`config.mk`:
```
export PLATFORM = sky130hd
export DESIGN_NAME = flit_accept_throttle
export DESIGN_NICKNAME = d
export VERILOG_FILES = /design/src/rtl/flit_accept_throttle.sv
export SDC_FILE = /design/constraint.sdc
export NUM_CORES = 1
export LEC_CHECK = 0
export BUFFER_PORTS_ARGS = -buffer_cell sky130_fd_sc_hd__buf_2
export CAP_MARGIN = 20
export CELL_PAD_IN_SITES_DETAIL_PLACEMENT = 1
export CELL_PAD_IN_SITES_GLOBAL_PLACEMENT = 2
export CORE_ASPECT_RATIO = 1.4
export CORE_MARGIN = 2
export CORE_UTILIZATION = 36
export CTS_CLUSTER_SIZE = 25
export DETAILED_ROUTE_END_ITERATION = 12
export GPL_TIMING_DRIVEN = 0
export PLACE_DENSITY = 0.87
export SKIP_CTS_REPAIR_TIMING = 1
export SYNTH_ARGS = -nofsm -noshare
export SYNTH_HDL_FRONTEND = slang
export SYNTH_SLANG_ARGS = --single-unit
export TNS_END_PERCENT = 5
```
`constraint.sdc`:
```
create_clock -name clk -period 20.1 [get_ports clk]
set_clock_uncertainty 0.1 [all_clocks]
set_input_delay 2.01 -clock clk [delete_from_list [all_inputs] [get_ports clk]]
set_output_delay 2.01 -clock clk [all_outputs]
set_load 0.01 [all_outputs]
```
`src/rtl/flit_accept_throttle.sv`:
```
module flit_accept_throttle #(
  parameter int NCH = 4,
  parameter int OW  = 3,
  parameter int BW  = $clog2(NCH + 1)
) (
  input  logic            clk,
  input  logic            rst_n,
  input  logic            cong_mode,
  input  logic [NCH-1:0]  space_ok,
  input  logic [NCH*OW-1:0] occ_flat,
  input  logic [BW-1:0]   budget,
  input  logic [1:0]      pref_dir,
  input  logic [1:0]      alt_dir,
  input  logic            alt_valid,
  input  logic            pref_ok,
  input  logic            alt_ok,
  output logic [NCH-1:0]  accept_en,
  output logic [1:0]      out_dir,
  output logic            out_wait
);
  localparam int PW = (NCH > 1) ? $clog2(NCH) : 1;

  logic [PW-1:0] ptr;
  logic [PW-1:0] best;
  logic          best_ok;
  logic [OW-1:0] best_occ;

  always_ff @(posedge clk or negedge rst_n)
    if (!rst_n) ptr <= '0;
    else if (ptr == PW'(NCH - 1)) ptr <= '0;
    else ptr <= ptr + 1'b1;

  always_comb begin
    best     = '0;
    best_ok  = 1'b0;
    best_occ = '1;
    for (int i = 0; i < NCH; i++) begin
      if (space_ok[i] && (!best_ok || occ_flat[i*OW +: OW] < best_occ)) begin
        best     = PW'(i);
        best_occ = occ_flat[i*OW +: OW];
        best_ok  = 1'b1;
      end
    end
  end

  always_comb begin
    int left;
    logic [PW-1:0] idx;
    accept_en = '0;
    left = int'(budget);
    if (cong_mode && best_ok && left > 0) begin
      accept_en[best] = 1'b1;
      left = left - 1;
    end
    for (int k = 0; k < NCH; k++) begin
      idx = PW'((int'(ptr) + k) % NCH);
      if (space_ok[idx] && !accept_en[idx] && left > 0) begin
        accept_en[idx] = 1'b1;
        left = left - 1;
      end
    end
  end

  wire use_alt = !pref_ok && alt_valid && alt_ok;
  assign out_dir  = use_alt ? alt_dir : pref_dir;
  assign out_wait = !pref_ok && !use_alt;
endmodule


```
* Word-level counts from Yosys, hierarchy flattened
Index checks and enable logic that the tools add are counted.
Widths: inputs -> output; s select.
** Cells by class
- Reduce and logical (&&, ||, !) cells :: 33
- $lt $le $gt $ge :: 18
- Equality and inequality tests :: 1
- $add $sub $neg :: 8
- Bitwise logic cells :: 4
- Mux-type cells :: 47
** Operator list (count)
- $gt 32x1->1 const B :: 4
- $mux 32 :: 4
- $sub 32x2->32 const B :: 3
- $logic_and 1x1->1 :: 21
- $mux 4 :: 5
- $mux 1 :: 18
- $bmux 1 s2 :: 8
- $or 4x4->4 :: 4
- $lt 2x3->1 const B :: 5
- $demux 1 s2 :: 5
- $ge 2x1->1 const B :: 5
- $logic_not 1->1 :: 9
- $lt 3x3->1 :: 3
- $mux 3 :: 3
- $mux 2 :: 4
- $add 2x1->2 const B :: 2
- $add 2x2->2 const B :: 2
- $sub 3x1->4 const B :: 1
- $gt 3x1->1 const B :: 1
- $logic_or 1x1->1 :: 3
- $eq 2x2->1 const B :: 1
** Storage, ports and cells
- Output and inout bits :: 7
- Word-level logic and storage cells :: 112
- Register bits :: 2
- Input port bits :: 29

* Depth between registers and ports, before layout
Gate-level depths: netlist (run 1).
- Word-level depth :: 42
- Mapped depth :: 37
- Mapped depth without buffers :: 35

* Least setup slack after synthesis (run 1)
OpenSTA, ideal clock, no wires.
- Path type :: in2out
- Start point :: input space_ok[0]
- End point :: output accept_en[3]
- Setup slack :: 9.828 ns
- Cell stages on the path :: 36
- Arrival time :: 8.162 ns
- Required time :: 17.990 ns
- Buffers on the path :: 3
- Path through :: buf_4 -> o21ai_0 -> o311a_1 -> mux2i_1 -> ha_1 -> o21a_1 -> nor2_1 -> o21ai_0 -> a21boi_4 -> mux2_2 -> ha_1 -> o21a_1 -> nor2_1 -> o31a_1 -> o31a_1 -> and2_1 -> buf_6 -> o31ai_4 -> buf_4 -> xnor2_1 -> inv_1 -> ha_1 -> nand2_1 -> a21o_1 -> a21oi_2 -> nor2_2 -> xnor2_1 -> ha_1 -> o21ai_0 -> nor2_1 -> o31ai_2 -> a21oi_4 -> nor2_2 -> a21o_1 -> a311oi_2 -> o211ai_1
** On the way
- Cells in the longest elaborated chain, start to end :: 42
- Elaborated cells on any way between the ends :: 77
- Classes of those cells :: add/sub: 3; order compare: 9; mux: 37; bitwise: 4; reduce/logical: 24
** Ends and longest elaborated chain
- start, declared :: RTL line 9 : input logic [NCH-1:0] space_ok,
- parallel branches: the longest is 41 deep, another holds $lt 3x3->1
- $mux 4 (*) :: RTL line 57 : if (space_ok[idx] && !accept_en[idx] && left > 0) begin
- end, declared :: RTL line 17 : output logic [NCH-1:0] accept_en,
Mark *: on every way between the ends. The select of a mux whose other input is x is not followed.

* Final worst setup path (run 1)
Ends and elaborated chain as after synthesis.

==> report_table.html, run 1 <==
<table>
<tr><th>Metric</th><th>Value</th></tr>
<tr><th colspan="2">CTS</th></tr>
<tr><td>Maximum level of the CTS H-tree</td><td>1</td></tr>
<tr><td>Source-to-sink clock delay at the later pin of the worst-skew pair</td><td>0.21 ns</td></tr>
<tr><td>Clock transition at the register clock pins on the worst setup and hold paths after CTS</td><td>0.03 ns</td></tr>
<tr><td>TritonCTS clock tree</td><td>done</td></tr>
<tr><td>Clock Path Buffers</td><td>2</td></tr>
<tr><td>Clock Tree Root</td><td>sky130_fd_sc_hd__clkbuf_8</td></tr>
<tr><td>Clock Sinks</td><td>2</td></tr>
<tr><td>Clock buffers created by TritonCTS</td><td>3</td></tr>
<tr><th colspan="2">Die</th></tr>
<tr><td>Floorplan Core Area</td><td>5822 um^2</td></tr>
<tr><td>Top Ports</td><td>36</td></tr>
<tr><td>Cell row count</td><td>33</td></tr>
<tr><td>Die width</td><td>69.42 um</td></tr>
<tr><td>Area enclosed by the die boundary</td><td>6636 um^2</td></tr>
<tr><td>Initial Utilization</td><td>37.05%</td></tr>
<tr><td>Vertical die dimension</td><td>95.59 um</td></tr>
<tr><th colspan="2">Timing</th></tr>
<tr><td>Final critical-path share of the clock period</td><td>57.67%</td></tr>
<tr><td>Fmax achieved</td><td>86.27 MHz</td></tr>
<tr><td>Hold violation count in the final report</td><td>0</td></tr>
<tr><td>Setup repair after global routing missed its margin</td><td>no</td></tr>
<tr><td># setup viols final</td><td>0</td></tr>
<tr><td>Final critical path time including I/O delays and setup</td><td>11.59 ns</td></tr>
<tr><td>Sum Neg Setup Slack</td><td>0 ns</td></tr>
<tr><td>Setup WS post-layout</td><td>8.508 ns</td></tr>
<tr><td>Least-Margin Pin Slew</td><td>0.8395 ns</td></tr>
<tr><td>Headroom to the max-slew limit</td><td>43.44%</td></tr>
<tr><td>Fin. max-slew vios</td><td>0</td></tr>
<tr><th colspan="2">Finish</th></tr>
<tr><td>Proportion of layout cells with a drive suffix above 1</td><td>21.99%</td></tr>
<tr><td>Synthesis-to-layout area growth</td><td>14.10%</td></tr>
<tr><td>Top Registers</td><td>ptr (2)</td></tr>
<tr><td>Number of flip-flops in the largest register</td><td>2</td></tr>
<tr><td>Nets</td><td>385</td></tr>
<tr><td>Most flops, register</td><td>ptr</td></tr>
<tr><td>Count of inserted antenna diode cells</td><td>0</td></tr>
<tr><th colspan="2">Setup path</th></tr>
<tr><td>Kind of launch point of the worst setup path</td><td>input pin</td></tr>
<tr><td>Critical Path Stages</td><td>38</td></tr>
<tr><td>Critical path start-end classification</td><td>in -&gt; out</td></tr>
<tr><td>Critical path buffers and inverters</td><td>6</td></tr>
<tr><td>Top delay family on crit path</td><td>compound AO/OA/AOI/OAI gates</td></tr>
<tr><td>Delay of the slowest cell on the worst path</td><td>0.44 ns</td></tr>
<tr><td>Worst Path Arrival</td><td>9.48 ns</td></tr>
<tr><td>Nature of the critical path endpoint</td><td>output pin</td></tr>
<tr><td>Slowest cell on the critical path</td><td>sky130_fd_sc_hd__o311a_1</td></tr>
<tr><td>Critical path fanouts, max</td><td>10</td></tr>
<tr><td>WP data required</td><td>17.99 ns</td></tr>
<tr><td>Worst reg-to-reg path cell count</td><td>3</td></tr>
<tr><td>Cell occurring most often along the worst timing path</td><td>sky130_fd_sc_hd__ha_1</td></tr>
<tr><th colspan="2">Power</th></tr>
<tr><td>Net switching component of the power</td><td>64.78 uW</td></tr>
<tr><td>Fraction of power spent switching nets</td><td>52.89%</td></tr>
<tr><td>Internal power contribution</td><td>57.70 uW</td></tr>
<tr><td>Power per Cell Area</td><td>49.77 nW/um^2</td></tr>
<tr><td>Combinational cell fraction of total power</td><td>83.8%</td></tr>
<tr><td>Fraction of power consumed by sequential logic</td><td>3.3%</td></tr>
<tr><td>Static Leakage</td><td>1.011 nW</td></tr>
<tr><td>Fraction of power consumed by the clock network</td><td>12.9%</td></tr>
<tr><td>Maximum resistive drop on vdd</td><td>0.02601 mV</td></tr>
<tr><th colspan="2">Synthesis</th></tr>
<tr><td>Most frequent cell after synthesis</td><td>sky130_fd_sc_hd__nor2_1</td></tr>
<tr><td>Share of flip-flops with an asynchronous set or reset after synthesis</td><td>100.0%</td></tr>
<tr><td>Syn Std Cell Area</td><td>2157 um^2</td></tr>
<tr><td>Primary flip-flop cell chosen by synthesis mapping</td><td>sky130_fd_sc_hd__dfrtp_1</td></tr>
<tr><td>Ranking of synthesized cells by instance count</td><td>sky130_fd_sc_hd__nor2_1, sky130_fd_sc_hd__nand2_1, sky130_fd_sc_hd__ha_1, sky130_fd_sc_hd__inv_1, sky130_fd_sc_hd__a21oi_1</td></tr>
<tr><td>Most area-consuming cells after synthesis</td><td>sky130_fd_sc_hd__ha_1, sky130_fd_sc_hd__nor2_1, sky130_fd_sc_hd__nand2_1</td></tr>
<tr><td>Most area-hungry cell type in the Yosys netlist</td><td>sky130_fd_sc_hd__ha_1</td></tr>
<tr><td>#FFs+latches synth</td><td>2</td></tr>
<tr><td>Cell count after synthesis</td><td>294</td></tr>
<tr><td>Syn_nets</td><td>345</td></tr>
<tr><td>Register area share after synthesis</td><td>2.320%</td></tr>
<tr><td>Count of different cell masters after synthesis</td><td>69</td></tr>
<tr><td>Portion of synthesized cell area occupied by the leading cell type</td><td>12.76%</td></tr>
<tr><td>Number of warnings issued by yosys</td><td>0</td></tr>
<tr><td>Post-Synthesis Mean Instance Area</td><td>7.337 um^2</td></tr>
<tr><td>Number of flops mapped to enable cells by yosys</td><td>0</td></tr>
<tr><th colspan="2">Placement</th></tr>
<tr><td>Placer congestion estimate</td><td>0.8312</td></tr>
<tr><td>Placed wire-length estimate</td><td>5880 um</td></tr>
<tr><td>Port bufs</td><td>35</td></tr>
<tr><td>Post-placement setup slack</td><td>8.441 ns</td></tr>
<tr><th colspan="2">Detailed routing</th></tr>
<tr><td>Detail Route Antenna Nets</td><td>0</td></tr>
<tr><td>Total length of routed wires</td><td>7026 um</td></tr>
<tr><td>Router iterations before antenna repair</td><td>4</td></tr>
<tr><td>Count of unresolved DRC violations after routing</td><td>0</td></tr>
<tr><td>Drt first-iter violations</td><td>80</td></tr>
<tr><td>Vias per cell</td><td>6.082</td></tr>
<tr><td>Drt wl/cell</td><td>17.48 um</td></tr>
<tr><td>Detailed-route via count</td><td>2445</td></tr>
<tr><th colspan="2">Outcome</th></tr>
<tr><td>Status</td><td>finished, final reports clean</td></tr>
<tr><th colspan="2">Worst hold path</th></tr>
<tr><td>Path category of the worst min-delay check</td><td>reg -&gt; reg</td></tr>
<tr><td>Worst hold path depth</td><td>2</td></tr>
<tr><th colspan="2">Global routing</th></tr>
<tr><td>Via count of the first global-routing pass</td><td>2627</td></tr>
<tr><td>Wire length of the first global-routing pass</td><td>12100 um</td></tr>
<tr><td>Total overflow reported by the global router</td><td>0</td></tr>
<tr><td>Initial antenna violation count</td><td>0</td></tr>
<tr><td>Largest net degree at the start of global routing</td><td>12</td></tr>
<tr><td>Gr usage total</td><td>22.10%</td></tr>
<tr><th colspan="2">Flow run</th></tr>
<tr><td>Max-cap check violation count</td><td>0</td></tr>
</table>
[power by group through the flow]
stage                     Combinational, mW  Clock, mW  Sequential, mW
after floorplan                      0.0769          0         0.00410
after global placement                0.101          0         0.00410
after detailed placement              0.103          0         0.00410
after CTS                             0.104     0.0162         0.00406
after global routing                  0.116     0.0168         0.00406
final                                 0.103     0.0158         0.00406
[through the flow]
stage               cells  utilization, %  power, mW  instance area (um^2)  hold slack [ns]
finish                402           42.27     0.1225                  2461           0.7510
global placement      399           41.56     0.1048                  2420           0.7344
global route          402           42.27     0.1367                  2461           0.8184
floorplan             294               -    0.08099                  2157           0.5876
detailed placement    399           41.56     0.1072                  2420           0.7401
CTS                   402           42.27     0.1238                  2461           0.7431
[per-layer routing]
metal	wire length, um	share of wire (%)	vias up	track usage (%)
met5	0	0	-	0
li1	-	-	1201	-
met2	4041	58	37	47.60
met3	111	1.6	6	1.057
met1	2793	40	1201	23.12
met4	81	1.2	0	4.575
[worst reg2reg max path, stage by stage (launching register included)]
cell and delay (ns):
sky130_fd_sc_hd__dfrtp_1 0.37, sky130_fd_sc_hd__clkbuf_1 0.43, sky130_fd_sc_hd__inv_1 0.14, sky130_fd_sc_hd__ha_1 0.37
[layout by cell type, fill, tap and decap left out, drive strengths merged, types with 4 or more instances in the layout]
| cell type | instances |
|---|---|
| mux2i | 4 |
| a211oi | 9 |
| nor3b | 6 |
| nand2 | 24 |
| nand3 | 13 |
| o31ai | 4 |
| o31a | 7 |
| nand4 | 5 |
| nor2b | 4 |
| o21ai | 15 |
| a21oi | 17 |
| buf | 41 |
| nand2b | 9 |
| nor2 | 29 |
| xnor2 | 5 |
| a21o | 4 |
| nor3 | 11 |
| a21boi | 6 |
| a31oi | 4 |
| inv | 18 |
| mux2 | 7 |
| clkbuf | 9 |
| ha | 22 |
| nand3b | 4 |
[area by class of cell]
class,count,area [um^2]
buffer,12,70.07
clock buffer,3,41.29
fill,756,3361
inverter,18,67.56
multi-input combinational,262,1969
sequential,2,50.05
tap,70,87.58
timing repair buffer,35,175.2
[cells by family (layout without fill, tap and decap cells)]
logic type	Yosys count	after routing	synth area share (%)
adder cells (fa/ha/maj)	22	22	12.76
XOR/XNOR	6	6	2.436
AND/OR/NAND/NOR	123	123	30.97
multiplexers	14	14	8.642
flip-flops	2	2	2.320
AO/OA/AOI/OAI	97	97	36.49
buffers and inverters	30	68	6.380
[worst paths after layout]
check	end	from	slack, ns
setup / recovery	accept_en[3]	space_ok[0]	8.51
hold / removal	ptr[0]$_DFF_PN0_	ptr[1]$_DFF_PN0_	0.75
setup reg to reg	ptr[1]$_DFF_PN0_	ptr[1]$_DFF_PN0_	18.55
hold reg to reg	ptr[0]$_DFF_PN0_	ptr[1]$_DFF_PN0_	0.75
max in group asynchronous	ptr[0]$_DFF_PN0_	rst_n	18.32
min in group asynchronous	ptr[1]$_DFF_PN0_	rst_n	1.48
Note: power is estimated with default switching activity, not from simulation.
==> run 2: changes to the inputs <==
- CORE_UTILIZATION: 36 -> 30
- PLACE_DENSITY: 0.87 -> 0.77
- clock period: 20.1 -> 10.5 ns (I/O delays scaled with it)
==> report_table.html, run 2 (synthesis gave the netlist of run 1 again) <==
<table>
<tr><th>Metric</th><th>Value</th></tr>
<tr><th colspan="2">Detailed routing</th></tr>
<tr><td>Drt first-iter violations</td><td>65</td></tr>
<tr><td>Drt wl/cell</td><td>16.97 um</td></tr>
<tr><td>Count of unresolved DRC violations after routing</td><td>0</td></tr>
<tr><td>Router iterations before antenna repair</td><td>4</td></tr>
<tr><td>Vias per cell</td><td>5.618</td></tr>
<tr><td>Detailed-route via count</td><td>2399</td></tr>
<tr><td>Detail Route Antenna Nets</td><td>0</td></tr>
<tr><td>Total length of routed wires</td><td>7248 um</td></tr>
<tr><th colspan="2">Setup path</th></tr>
<tr><td>Critical register-to-register path startpoint</td><td>ptr[1]$_DFF_PN0_</td></tr>
<tr><td>Cell occurring most often along the worst timing path</td><td>sky130_fd_sc_hd__ha_1</td></tr>
<tr><td>WP data required</td><td>9.35 ns</td></tr>
<tr><td>Kind of launch point of the worst setup path</td><td>input pin</td></tr>
<tr><td>Critical path fanouts, max</td><td>10</td></tr>
<tr><td>Slowest cell on the critical path</td><td>sky130_fd_sc_hd__o311a_1</td></tr>
<tr><td>Critical path start-end classification</td><td>in -&gt; out</td></tr>
<tr><td>Delay of the slowest cell on the worst path</td><td>0.44 ns</td></tr>
<tr><td>R2r setup slk</td><td>9.04 ns</td></tr>
<tr><td>Worst Path Arrival</td><td>8.57 ns</td></tr>
<tr><td>Worst reg-to-reg path cell count</td><td>3</td></tr>
<tr><td>Endpoint of the lowest-slack register-to-register path</td><td>ptr[1]$_DFF_PN0_</td></tr>
<tr><td>Nature of the critical path endpoint</td><td>output pin</td></tr>
<tr><th colspan="2">Placement</th></tr>
<tr><td>Port bufs</td><td>35</td></tr>
<tr><td>Placer congestion estimate</td><td>0.8324</td></tr>
<tr><td>Post-placement setup slack</td><td>0.7407 ns</td></tr>
<tr><td>Placed wire-length estimate</td><td>6075 um</td></tr>
<tr><th colspan="2">Finish</th></tr>
<tr><td>Count of inserted antenna diode cells</td><td>0</td></tr>
<tr><td>Fill cells</td><td>894</td></tr>
<tr><td>Proportion of layout cells with a drive suffix above 1</td><td>21.99%</td></tr>
<tr><td>Synthesis-to-layout area growth</td><td>15.55%</td></tr>
<tr><td>Most frequent standard cell in the layout excluding fill and tap cells</td><td>sky130_fd_sc_hd__buf_2</td></tr>
<tr><td>Nets</td><td>385</td></tr>
<tr><td>Top Registers</td><td>ptr (2)</td></tr>
<tr><td>Most flops, register</td><td>ptr</td></tr>
<tr><td>Number of flip-flops in the largest register</td><td>2</td></tr>
<tr><td>Highest-count cells in the layout ignoring fill and taps</td><td>sky130_fd_sc_hd__buf_2, sky130_fd_sc_hd__nor2_1, sky130_fd_sc_hd__nand2_1</td></tr>
<tr><th colspan="2">Flow run</th></tr>
<tr><td>Max-cap check violation count</td><td>0</td></tr>
<tr><th colspan="2">CTS</th></tr>
<tr><td>Clock transition at the register clock pins on the worst setup and hold paths after CTS</td><td>0.03 ns</td></tr>
<tr><td>Clock Path Buffers</td><td>2</td></tr>
<tr><td>Clock Sinks</td><td>2</td></tr>
<tr><td>Maximum level of the CTS H-tree</td><td>1</td></tr>
<tr><td>Clock buffers created by TritonCTS</td><td>3</td></tr>
<tr><td>Source-to-sink clock delay at the later pin of the worst-skew pair</td><td>0.21 ns</td></tr>
<tr><td>Clock Tree Root</td><td>sky130_fd_sc_hd__clkbuf_8</td></tr>
<tr><td>TritonCTS clock tree</td><td>done</td></tr>
<tr><th colspan="2">Die</th></tr>
<tr><td>Cell row count</td><td>36</td></tr>
<tr><td>Area enclosed by the die boundary</td><td>7894 um^2</td></tr>
<tr><td>Initial Utilization</td><td>30.90%</td></tr>
<tr><td>Die width</td><td>75.67 um</td></tr>
<tr><td>Floorplan Core Area</td><td>6982 um^2</td></tr>
<tr><td>Top Ports</td><td>36</td></tr>
<tr><td>Vertical die dimension</td><td>104.3 um</td></tr>
<tr><th colspan="2">Power</th></tr>
<tr><td>Net switching component of the power</td><td>125.5 uW</td></tr>
<tr><td>Fraction of power consumed by sequential logic</td><td>3.3%</td></tr>
<tr><td>Combinational cell fraction of total power</td><td>84.3%</td></tr>
<tr><td>Maximum resistive drop on vdd</td><td>0.05451 mV</td></tr>
<tr><td>Power per Cell Area</td><td>94.77 nW/um^2</td></tr>
<tr><td>Fraction of power consumed by the clock network</td><td>12.4%</td></tr>
<tr><td>Internal power contribution</td><td>110.7 uW</td></tr>
<tr><td>Fraction of power spent switching nets</td><td>53.14%</td></tr>
<tr><td>Static Leakage</td><td>1.011 nW</td></tr>
<tr><th colspan="2">Global routing</th></tr>
<tr><td>Via count of the first global-routing pass</td><td>2599</td></tr>
<tr><td>Wire length of the first global-routing pass</td><td>12160 um</td></tr>
<tr><td>Initial antenna violation count</td><td>0</td></tr>
<tr><td>Largest net degree at the start of global routing</td><td>12</td></tr>
<tr><td>Gr usage total</td><td>18.95%</td></tr>
<tr><td>Total overflow reported by the global router</td><td>0</td></tr>
<tr><th colspan="2">Timing</th></tr>
<tr><td>Least-Margin Pin Slew</td><td>0.9225 ns</td></tr>
<tr><td>Fin. max-slew vios</td><td>0</td></tr>
<tr><td># setup viols final</td><td>0</td></tr>
<tr><td>Final critical path time including I/O delays and setup</td><td>9.724 ns</td></tr>
<tr><td>Setup repair after global routing missed its margin</td><td>no</td></tr>
<tr><td>Hold violation count in the final report</td><td>0</td></tr>
<tr><td>Headroom to the max-slew limit</td><td>37.85%</td></tr>
<tr><td>Fmax achieved</td><td>102.8 MHz</td></tr>
<tr><td>Final critical-path share of the clock period</td><td>92.61%</td></tr>
<tr><td>Setup WS post-layout</td><td>0.7763 ns</td></tr>
<tr><td>Sum Neg Setup Slack</td><td>0 ns</td></tr>
<tr><th colspan="2">Worst hold path</th></tr>
<tr><td>Path category of the worst min-delay check</td><td>in -&gt; async</td></tr>
<tr><th colspan="2">Outcome</th></tr>
<tr><td>Status</td><td>finished, final reports clean</td></tr>
</table>
## run 2: worst max-delay path: cells and delay by family
kind            cells  cell delay [ns]
xor+xnor            2             0.48
buf+inv             6             0.99
mux                 2             0.66
simple gates        7             0.95
fa+ha+maj           4             0.97
compound gates     17             3.45
## run 2: layer usage
layer	vias up	part of all wire, %	track usage, %
li1	1199	-	-
met5	-	0	0
met4	0	3.3	6.266
met1	1143	39	20.74
met2	42	56	36.46
met3	15	1.5	0.9690
## run 2: final cells by class
cell class                      count  area [um^2]  share of cell area, %
Clock buffer                        3        41.29                  1.657
Inverter                           18        67.56                  2.711
Buffer                             12        70.07                  2.811
Tap cell                           95        118.9                  4.769
Multi-Input combinational cell    262         1969                  79.02
Timing Repair Buffer               35        175.2                  7.028
Sequential cell                     2        50.05                  2.008
## run 2: power by group through the flow
| stage | clock network (mW) | registers, mW | logic (mW) |
|---|---|---|---|
| finish | 0.0294 | 0.00777 | 0.199 |
| global route | 0.0317 | 0.00777 | 0.221 |
| CTS | 0.0298 | 0.00777 | 0.200 |
| detailed placement | 0 | 0.00785 | 0.199 |
| global placement | 0 | 0.00785 | 0.196 |
| floorplan | 0 | 0.00785 | 0.147 |
## run 2: worst max-delay path by stage
| stage | cells after the start | end | start |
|---|---|---|---|
| after floorplan | 36 | accept_en[3] | space_ok[0] |
| after global placement | 38 | accept_en[3] | space_ok[0] |
| after detailed placement | 38 | accept_en[3] | space_ok[0] |
| after CTS | 38 | accept_en[3] | space_ok[0] |
| after global routing | 38 | accept_en[3] | space_ok[0] |
| final | 38 | accept_en[3] | space_ok[0] |
## run 2: metrics by stage
step	power, mW	hold WS, ns	instance area [um^2]	cells	utilization (%)
6_report	0.2362	0.5280	2492	427	35.70
4_1_cts	0.2378	0.5290	2492	427	35.70
3_5_place_dp	0.2069	0.7430	2451	424	35.11
3_3_place_gp	0.2038	0.7390	2451	424	35.11
2_1_floorplan	0.1550	0.5876	2157	294	-
5_1_grt	0.2603	0.5235	2492	427	35.70
==> run 3: changes to the inputs <==
- RECOVER_POWER: not set -> 50
- SKIP_CTS_REPAIR_TIMING: 1 -> not set
==> report_table.html, run 3 (synthesis gave the netlist of run 1 again) <==
<table>
<tr><th>Metric</th><th>Value</th></tr>
<tr><th colspan="2">Finish</th></tr>
<tr><td>Number of cells in the finished layout apart from fillers</td><td>427</td></tr>
<tr><td>Proportion of layout cells with a drive suffix above 1</td><td>21.39%</td></tr>
<tr><td>Number of flip-flops in the largest register</td><td>2</td></tr>
<tr><td>Count of inserted antenna diode cells</td><td>0</td></tr>
<tr><td>Highest-count cells in the layout ignoring fill and taps</td><td>sky130_fd_sc_hd__buf_2, sky130_fd_sc_hd__nor2_1, sky130_fd_sc_hd__nand2_1</td></tr>
<tr><td>Fill cells</td><td>896</td></tr>
<tr><td>Top Registers</td><td>ptr (2)</td></tr>
<tr><td>Most flops, register</td><td>ptr</td></tr>
<tr><td>Multi-input combinational cell area</td><td>1969 um^2</td></tr>
<tr><td>Nets</td><td>385</td></tr>
<tr><td>Register area</td><td>50.05 um^2</td></tr>
<tr><td>Synthesis-to-layout area growth</td><td>15.43%</td></tr>
<tr><td>Most frequent standard cell in the layout excluding fill and tap cells</td><td>sky130_fd_sc_hd__buf_2</td></tr>
<tr><th colspan="2">Timing</th></tr>
<tr><td>Fin. max-slew vios</td><td>0</td></tr>
<tr><td>Least-Margin Pin Slew</td><td>0.9225 ns</td></tr>
<tr><td>Hold slack</td><td>0.5304 ns</td></tr>
<tr><td>Hold violation count in the final report</td><td>0</td></tr>
<tr><td>Final critical path time including I/O delays and setup</td><td>9.722 ns</td></tr>
<tr><td>Setup repair after global routing missed its margin</td><td>no</td></tr>
<tr><td>Sum Neg Setup Slack</td><td>0 ns</td></tr>
<tr><td>Final critical-path share of the clock period</td><td>92.59%</td></tr>
<tr><td>Fmax achieved</td><td>102.9 MHz</td></tr>
<tr><td># setup viols final</td><td>0</td></tr>
<tr><td>Headroom to the max-slew limit</td><td>37.85%</td></tr>
<tr><th colspan="2">Setup path</th></tr>
<tr><td>Nature of the critical path endpoint</td><td>output pin</td></tr>
<tr><td>Critical path fanouts, max</td><td>10</td></tr>
<tr><td>Critical path buffers and inverters</td><td>6</td></tr>
<tr><td>Cell occurring most often along the worst timing path</td><td>sky130_fd_sc_hd__ha_1</td></tr>
<tr><td>Delay of the slowest cell on the worst path</td><td>0.44 ns</td></tr>
<tr><td>WP data required</td><td>9.35 ns</td></tr>
<tr><td>Critical path start-end classification</td><td>in -&gt; out</td></tr>
<tr><td>Worst Path Arrival</td><td>8.57 ns</td></tr>
<tr><td>Top delay family on crit path</td><td>compound AO/OA/AOI/OAI gates</td></tr>
<tr><td>Slowest cell on the critical path</td><td>sky130_fd_sc_hd__o311a_1</td></tr>
<tr><td>Kind of launch point of the worst setup path</td><td>input pin</td></tr>
<tr><th colspan="2">CTS</th></tr>
<tr><td>Clock Sinks</td><td>2</td></tr>
<tr><td>TritonCTS clock tree</td><td>done</td></tr>
<tr><td>Maximum level of the CTS H-tree</td><td>1</td></tr>
<tr><td>CTS Hold Bufs</td><td>0</td></tr>
<tr><td>Clock Path Buffers</td><td>2</td></tr>
<tr><td>Clock buffers created by TritonCTS</td><td>3</td></tr>
<tr><td>Setup bufs post-CTS</td><td>0</td></tr>
<tr><td>Source-to-sink clock delay at the later pin of the worst-skew pair</td><td>0.21 ns</td></tr>
<tr><td>PostCTS Resize Cnt</td><td>0</td></tr>
<tr><td>Clock Tree Root</td><td>sky130_fd_sc_hd__clkbuf_8</td></tr>
<tr><td>Clock transition at the register clock pins on the worst setup and hold paths after CTS</td><td>0.03 ns</td></tr>
<tr><th colspan="2">Power</th></tr>
<tr><td>Overall Power</td><td>236.7 uW</td></tr>
<tr><td>Power per Cell Area</td><td>95.07 nW/um^2</td></tr>
<tr><td>Static Leakage</td><td>1.005 nW</td></tr>
<tr><td>Maximum resistive drop on vdd</td><td>0.05416 mV</td></tr>
<tr><th colspan="2">Global routing</th></tr>
<tr><td>Largest net degree at the start of global routing</td><td>12</td></tr>
<tr><td>Total overflow reported by the global router</td><td>0</td></tr>
<tr><td>Via count of the first global-routing pass</td><td>2599</td></tr>
<tr><td>Wire length of the first global-routing pass</td><td>12160 um</td></tr>
<tr><td>Gr usage total</td><td>18.95%</td></tr>
<tr><td>Initial antenna violation count</td><td>0</td></tr>
<tr><th colspan="2">Detailed routing</th></tr>
<tr><td>Total length of routed wires</td><td>7258 um</td></tr>
<tr><td>Drt first-iter violations</td><td>64</td></tr>
<tr><td>Detailed-route via count</td><td>2401</td></tr>
<tr><td>Drt wl/cell</td><td>17.00 um</td></tr>
<tr><td>Router iterations before antenna repair</td><td>4</td></tr>
<tr><td>Count of unresolved DRC violations after routing</td><td>0</td></tr>
<tr><td>Detail Route Antenna Nets</td><td>0</td></tr>
<tr><td>Vias per cell</td><td>5.623</td></tr>
<tr><th colspan="2">Placement</th></tr>
<tr><td>Port bufs</td><td>35</td></tr>
<tr><td>Placer congestion estimate</td><td>0.8324</td></tr>
<tr><td>Placed instance count</td><td>424</td></tr>
<tr><td>Placed wire-length estimate</td><td>6075 um</td></tr>
<tr><th colspan="2">Outcome</th></tr>
<tr><td>Status</td><td>finished, final reports clean</td></tr>
<tr><th colspan="2">Die</th></tr>
<tr><td>Cell row count</td><td>36</td></tr>
<tr><td>Top Ports</td><td>36</td></tr>
<tr><td>Initial Utilization</td><td>30.90%</td></tr>
<tr><td>Floorplan Core Area</td><td>6982 um^2</td></tr>
<tr><td>Area enclosed by the die boundary</td><td>7894 um^2</td></tr>
<tr><td>Vertical die dimension</td><td>104.3 um</td></tr>
<tr><td>Die width</td><td>75.67 um</td></tr>
<tr><th colspan="2">Worst hold path</th></tr>
<tr><td>Path category of the worst min-delay check</td><td>in -&gt; async</td></tr>
<tr><th colspan="2">Flow run</th></tr>
<tr><td>Max-cap check violation count</td><td>0</td></tr>
</table>
run 3: changes by cell type in the layout (fill, tap and decap cells not counted), sizes merged:
cell    previous run  this run
clkbuf             9        11
buf               41        39
run 3: power by group:
group	total, mW	internal (mW)	leakage, nW	switching, mW
clock	0.0300	0.0242	0.0216	0.00576
sequential	0.00777	0.00777	0.0239	0
combinational	0.199	0.0786	0.960	0.120
run 3: path summary, 6_finish.rpt:
| kind | cells after the start | end | from | slack (ns) |
|---|---|---|---|---|
| max | 38 | accept_en[3] | space_ok[0] | 0.78 |
| min | 1 | ptr[1]$_DFF_PN0_ | rst_n | 0.53 |
| max reg2reg | 3 | ptr[1]$_DFF_PN0_ | ptr[1]$_DFF_PN0_ | 9.03 |
| min reg2reg | 2 | ptr[0]$_DFF_PN0_ | ptr[1]$_DFF_PN0_ | 0.75 |
| max in group asynchronous | 1 | ptr[0]$_DFF_PN0_ | rst_n | 9.63 |
| min in group clk | 2 | ptr[0]$_DFF_PN0_ | ptr[1]$_DFF_PN0_ | 0.75 |
run 3: worst reg2reg max path: stages, from the launching register on:
cell and delay [ns]:
sky130_fd_sc_hd__dfrtp_1 0.35, sky130_fd_sc_hd__clkbuf_1 0.37, sky130_fd_sc_hd__inv_1 0.12, sky130_fd_sc_hd__ha_1 0.37
run 3: metal layers:
metal | vias up | wire length [um] | global-route usage, %
met5 | - | 0 | 0
met4 | 0 | 241 | 6.266
met3 | 15 | 105 | 0.9690
met2 | 40 | 4097 | 36.46
met1 | 1145 | 2814 | 20.74
li1 | 1201 | - | -
run 3: final cells by class:
type,instances,area share [%]
clock buffers,3,1.658
inverters,18,2.714
plain buffers,12,2.814
well taps,95,4.774
repair buffers,35,6.935
multi-input cells,262,79.10
flip-flops and latches,2,2.010
run 3: stage by stage:
| step | setup WS [ns] | instance area, um^2 | utilization, % |
|---|---|---|---|
| global route | 0.1836 | 2490 | 35.66 |
| finish | 0.7782 | 2490 | 35.66 |
| global placement | 0.7886 | 2451 | 35.11 |
| floorplan | 2.148 | 2157 | - |
| CTS | 0.7125 | 2492 | 35.70 |
| detailed placement | 0.7407 | 2451 | 35.11 |
